--- config.mk ---
export PLATFORM = sky130hd
export DESIGN_NAME = pause_req_ctrl
export DESIGN_NICKNAME = d
export VERILOG_FILES = /design/src/rtl/pause_req_ctrl.sv
export SDC_FILE = /design/constraint.sdc
export NUM_CORES = 1
export LEC_CHECK = 0
export ABC_CLOCK_PERIOD_IN_PS = 1350
export BUFFER_PORTS_ARGS = -buffer_cell sky130_fd_sc_hd__buf_2
export CORE_MARGIN = 1
export CORE_UTILIZATION = 39
export DETAILED_ROUTE_END_ITERATION = 8
export PLACE_DENSITY = 0.67
export SLEW_MARGIN = 20
export SYNTH_ARGS = -nofsm -noshare
export SYNTH_HDL_FRONTEND = slang
export SYNTH_SLANG_ARGS = --single-unit
export TNS_END_PERCENT = 30
--- constraint.sdc ---
create_clock -name clk -period 1.35 [get_ports clk]
set_input_delay 0.2025 -clock clk [delete_from_list [all_inputs] [get_ports clk]]
set_output_delay 0.2025 -clock clk [all_outputs]
set_load 0.02 [all_outputs]
--- src/rtl/pause_req_ctrl.sv ---
module pause_req_ctrl #(
  parameter int TIME_W = 16
) (
  input  logic              clk,
  input  logic              rst_n,
  input  logic              fc_req_pin,
  input  logic              fc_sample_en,
  input  logic [TIME_W-1:0] cfg_pause_time,
  input  logic              cfg_zero_on_release,
  output logic              req_valid,
  output logic [TIME_W-1:0] req_time,
  input  logic              req_ack
);

  logic en_q, held, prev;
  logic rise, fall, capture;

  assign capture = fc_sample_en | en_q;
  assign rise    = held & ~prev;
  assign fall    = ~held & prev;

  always_ff @(posedge clk) begin
    if (!rst_n) begin
      en_q <= 1'b0;
      held <= 1'b0;
      prev <= 1'b0;
    end else begin
      en_q <= fc_sample_en;
      if (capture) held <= fc_req_pin;
      prev <= held;
    end
  end

  always_ff @(posedge clk) begin
    if (!rst_n) begin
      req_valid <= 1'b0;
      req_time  <= '0;
    end else if (rise) begin
      req_valid <= 1'b1;
      req_time  <= cfg_pause_time;
    end else if (fall && cfg_zero_on_release) begin
      req_valid <= 1'b1;
      req_time  <= '0;
    end else if (req_ack) begin
      req_valid <= 1'b0;
    end
  end


  hold_ignores_pin_chk: assert property (@(posedge clk) disable iff (!rst_n)
    (!fc_sample_en && !en_q) |=> $stable(held));


  late_capture_chk: assert property (@(posedge clk) disable iff (!rst_n)
    (en_q && !fc_sample_en) |=> held == $past(fc_req_pin));


  pending_kept_chk: assert property (@(posedge clk) disable iff (!rst_n)
    (req_valid && !req_ack) |=> req_valid);


  time_stable_chk: assert property (@(posedge clk) disable iff (!rst_n)
    (req_valid && !req_ack && held == prev) |=> $stable(req_time));


  ack_clears_chk: assert property (@(posedge clk) disable iff (!rst_n)
    (req_valid && req_ack && held == prev) |=> !req_valid);


  zero_needs_option_chk: assert property (@(posedge clk) disable iff (!rst_n)
    ($rose(req_valid) && req_time == '0) |-> ($past(cfg_zero_on_release) || $past(cfg_pause_time) == '0));

endmodule

Word level (Yosys, flattened, before mapping):

Cells that the tools add are included.

* bitwise gates (word level): 5
* reduce and logical (&&, ||, !) cells: 3
* mux-type cells: 5

Operators by type and width (number)
* 16-bit 2-to-1 mux: 2
* 1-bit 2-to-1 mux: 3
* 3-bit nonzero test: 1
* 1-bit AND: 2
* 1-bit NOT: 2
* 2-bit nonzero test: 1
* 1-bit logical AND: 1
* 1-bit bitwise OR: 1

* output and inout port bits: 17
* bits of input ports: 22
* word-level logic and storage cells: 18
* flip-flop bits (word level): 20

Longest topological paths before layout:

* word-level depth: 5
* gate-level depth with buffers: 5
* gate-level depth less buffers: 2

Least setup slack after synthesis:

OpenSTA, ideal clock, no wires.

* path type: reg-to-reg
* start: reg held
* end: reg req_time[10]
* setup slack: 0.213 ns
* library setup time: 0.112 ns
* buffers on the path: 2
* cell stages (with the launch flop): 5
* data arrival time: 1.025 ns
* path through: dfxtp_1 -> buf_4 -> and3b_1 -> buf_6 -> a2111oi_1

* longest elaborated chain between the ends: 4

Ends and longest elaborated chain
* start, declared: line 15 `logic en_q, held, prev;`
* start signal, assigned: line 29 `if (capture) held <= fc_req_pin;`
* 1-bit NOT: line 20 `assign fall = ~held & prev;`
* 1-bit AND: line 20
* 1-bit logical AND: line 41 `end else if (fall && cfg_zero_on_release) begin`
* 2-bit nonzero test (no source line)
* end signal, assigned: line 40 `req_time <= cfg_pause_time;`
* end, declared: line 11 `output logic [TIME_W-1:0] req_time,`

Parallel ways exist; a longest one is shown, timed or not.
A chain may end at the register's enable or synchronous reset.

Worst setup path after layout:

* start: reg held
* end: reg req_time[9]

Same word-level chain as after synthesis.

==> reports/results.ini <==
[run_status]
outcome=finished clean

[logic_synthesis]
synth_cell_types=20
syn_nets=119
synth_compound_area_share_pct=25.7
synth_simple_gate_area_share_pct=23.7
synth.avg_cell_area_um2=10.1
synthesis.area_um2=978
synth-edff-count=0
synthAdderAreaFrac_pct=0
synth_xor_area_share_pct=0
syn_inst=97
yosysWarningCount=0
synthArstFlopShare_pct=0
seq_area_frac_synth_pct=40.9
synth_top_family_by_area=compound AO/OA/AOI/OAI gates
synth_flop_cell=dfxtp_1
ys_ff_latch=20
synthMuxAreaShare_pct=0

[sta]
min_period_ps=1210
clock_skew_ps=5.33
max_freq_mhz=824
finalSetupTns_ps=0
hold_viol_final=0
slew-limit-headroom_pct=77.2
tightest_slew_ps=342
timing.final.ws_setup_ps=137
setup_viol=0
finalCritPeriodShare_pct=89.9
maxSlewViolCount=0

[global_routing]
first_global_vias=772
grt_pass1_wl_mm=3.53
grt_max_degree=24
grt.overflow.total=0
antenna_found_initial=0
grt_usage_pct=18.1

[clocking]
clock_sinks=20
post-cts-setup-buffer-count=0
cts_buffers=3
cts-root-buf=clkbuf_4
cts_tree=yes
cts_hold_buf=0
htree_levels=1
ctsResizeCount=0
cts_buffer_depth=2
clkLatencyLatePin_ps=300
clkSlewWorstSetupHoldPaths_ps=100

[floorplan]
coreArea_um2=2300
die_w_um=52.1
die-area_um2=2710
num_io_pins=39
die_h_um=52.1
num_rows=17
initial_core_util_pct=42.6

[setup_path]
cp-end-kind=flop
critPathTopFamily=compound AO/OA/AOI/OAI gates
critPathKind=flop to flop
arrival_ps=1400
path_cells=or2b_4 -> a2111oi_1
cpMaxStageDelayCell=a2111oi_1
crit_required_ps=1540
crit_fanout=9
cpPeakStageDelay_ps=400
critPathBufInv=0
start_kind=flop

[final_layout]
ff_latch_area_um2=400
antenna_cells=0
mostFrequentLayoutCells=38 x buf_2, 20 x dfxtp_1, 9 x nand2b_1, 9 x or3b_1, 9 x inv_1
syn_to_final_growth_pct=26.7
final_nets=159
final_common_cell=buf_2
drive_gt1_share_pct=38.2
fillers=216
multi_input_area_um2=492

[placement]
hpwl_mm=1.52
dp_worst_setup_slack_ps=66.6
gp_congestion=0.698
port_buffers=38

[worst_hold_path]
hp-class=input port to flop

[power]
power.leakage_nw=0.522
vdd_drop_max_mv=0.687
cellPowerDensity_nw_per_um2=1000

[route]
num_vias=873
ant_nets=0
via_per_inst=5.32
dr.pass1.iters=3
drcViolationCount=0
routedWlPerCell_um=12.8
first_iter_violations=5
wirelength_mm=2.09

[job]
maxCapViolCount=0

registers in the layout, summed over array words and instances, names as in the netlist:
name	count
en_q	1
req_valid	1
prev	1
held	1
req_time	16
through the flow:
stage,hold WS (ps),std cells,util [%],cell area (um2),power [mW]
2_1_floorplan,324,97,-,978,0.824
3_3_place_gp,429,160,52.0,1190,0.904
3_5_place_dp,431,160,52.0,1190,0.913
4_1_cts,116,164,53.6,1230,1.26
5_1_grt,116,164,54.0,1240,1.32
6_report,123,164,54.0,1240,1.24
metal layers:
metal | part of all wire [%] | GRT usage (%) | wire length [um] | up-vias
met5 | 0 | 0 | 0 | -
met4 | 0.77 | 6.76 | 16 | 0
met3 | 5.1 | 6.73 | 106 | 2
met2 | 50 | 29.9 | 1040 | 18
met1 | 44 | 21.1 | 926 | 423
li1 | - | - | - | 430
where the power goes:
part | internal [mW] | switching, mW | total, mW
Clock | 0.165 | 0.177 | 0.342
Combinational | 0.118 | 0.131 | 0.249
Sequential | 0.630 | 0.0220 | 0.652
logic make-up (layout without fill, tap and decap cells):
logic type / count (synthesis) / after routing
buffers and inverters: 19 / 58
DFF: 20 / 20
and+or+nand+nor: 31 / 31
AOI/OAI and AO/OA: 27 / 27
final cells by class:
type | count | area share, %
Clock buffer | 4 | 2.93
Inverter | 9 | 2.72
Multi-Input combinational cell | 58 | 39.7
Sequential cell | 20 | 32.3
Tap cell | 28 | 2.83
Timing Repair Buffer | 45 | 19.6
cell usage after synthesis, types with 2 or more instances:
| library cell | instances | area share [%] |
|---|---|---|
| a21boi_0 | 8 | 6.1 |
| clkbuf_1 | 3 | 1.2 |
| and2_1 | 2 | 1.3 |
| nor3b_1 | 8 | 6.1 |
| or3b_1 | 9 | 8.1 |
| a2111oi_1 | 7 | 7.2 |
| buf_2 | 4 | 2.0 |
| inv_1 | 9 | 3.5 |
| buf_6 | 2 | 2.3 |
| nand2b_1 | 9 | 5.8 |
| dfxtp_1 | 20 | 41 |
| o2111a_1 | 8 | 9.2 |
path summary, 6_finish.rpt:
path / cells after the start / start / endpoint / slack (ps)
max reg2reg: 2 / held / req_time[9] / 140
min reg2reg: 2 / req_time[11] / req_time[11] / 470
min: 2 / fc_sample_en / en_q / 120
max: 2 / held / req_time[9] / 140
Power figures use the tool's default switching activity.
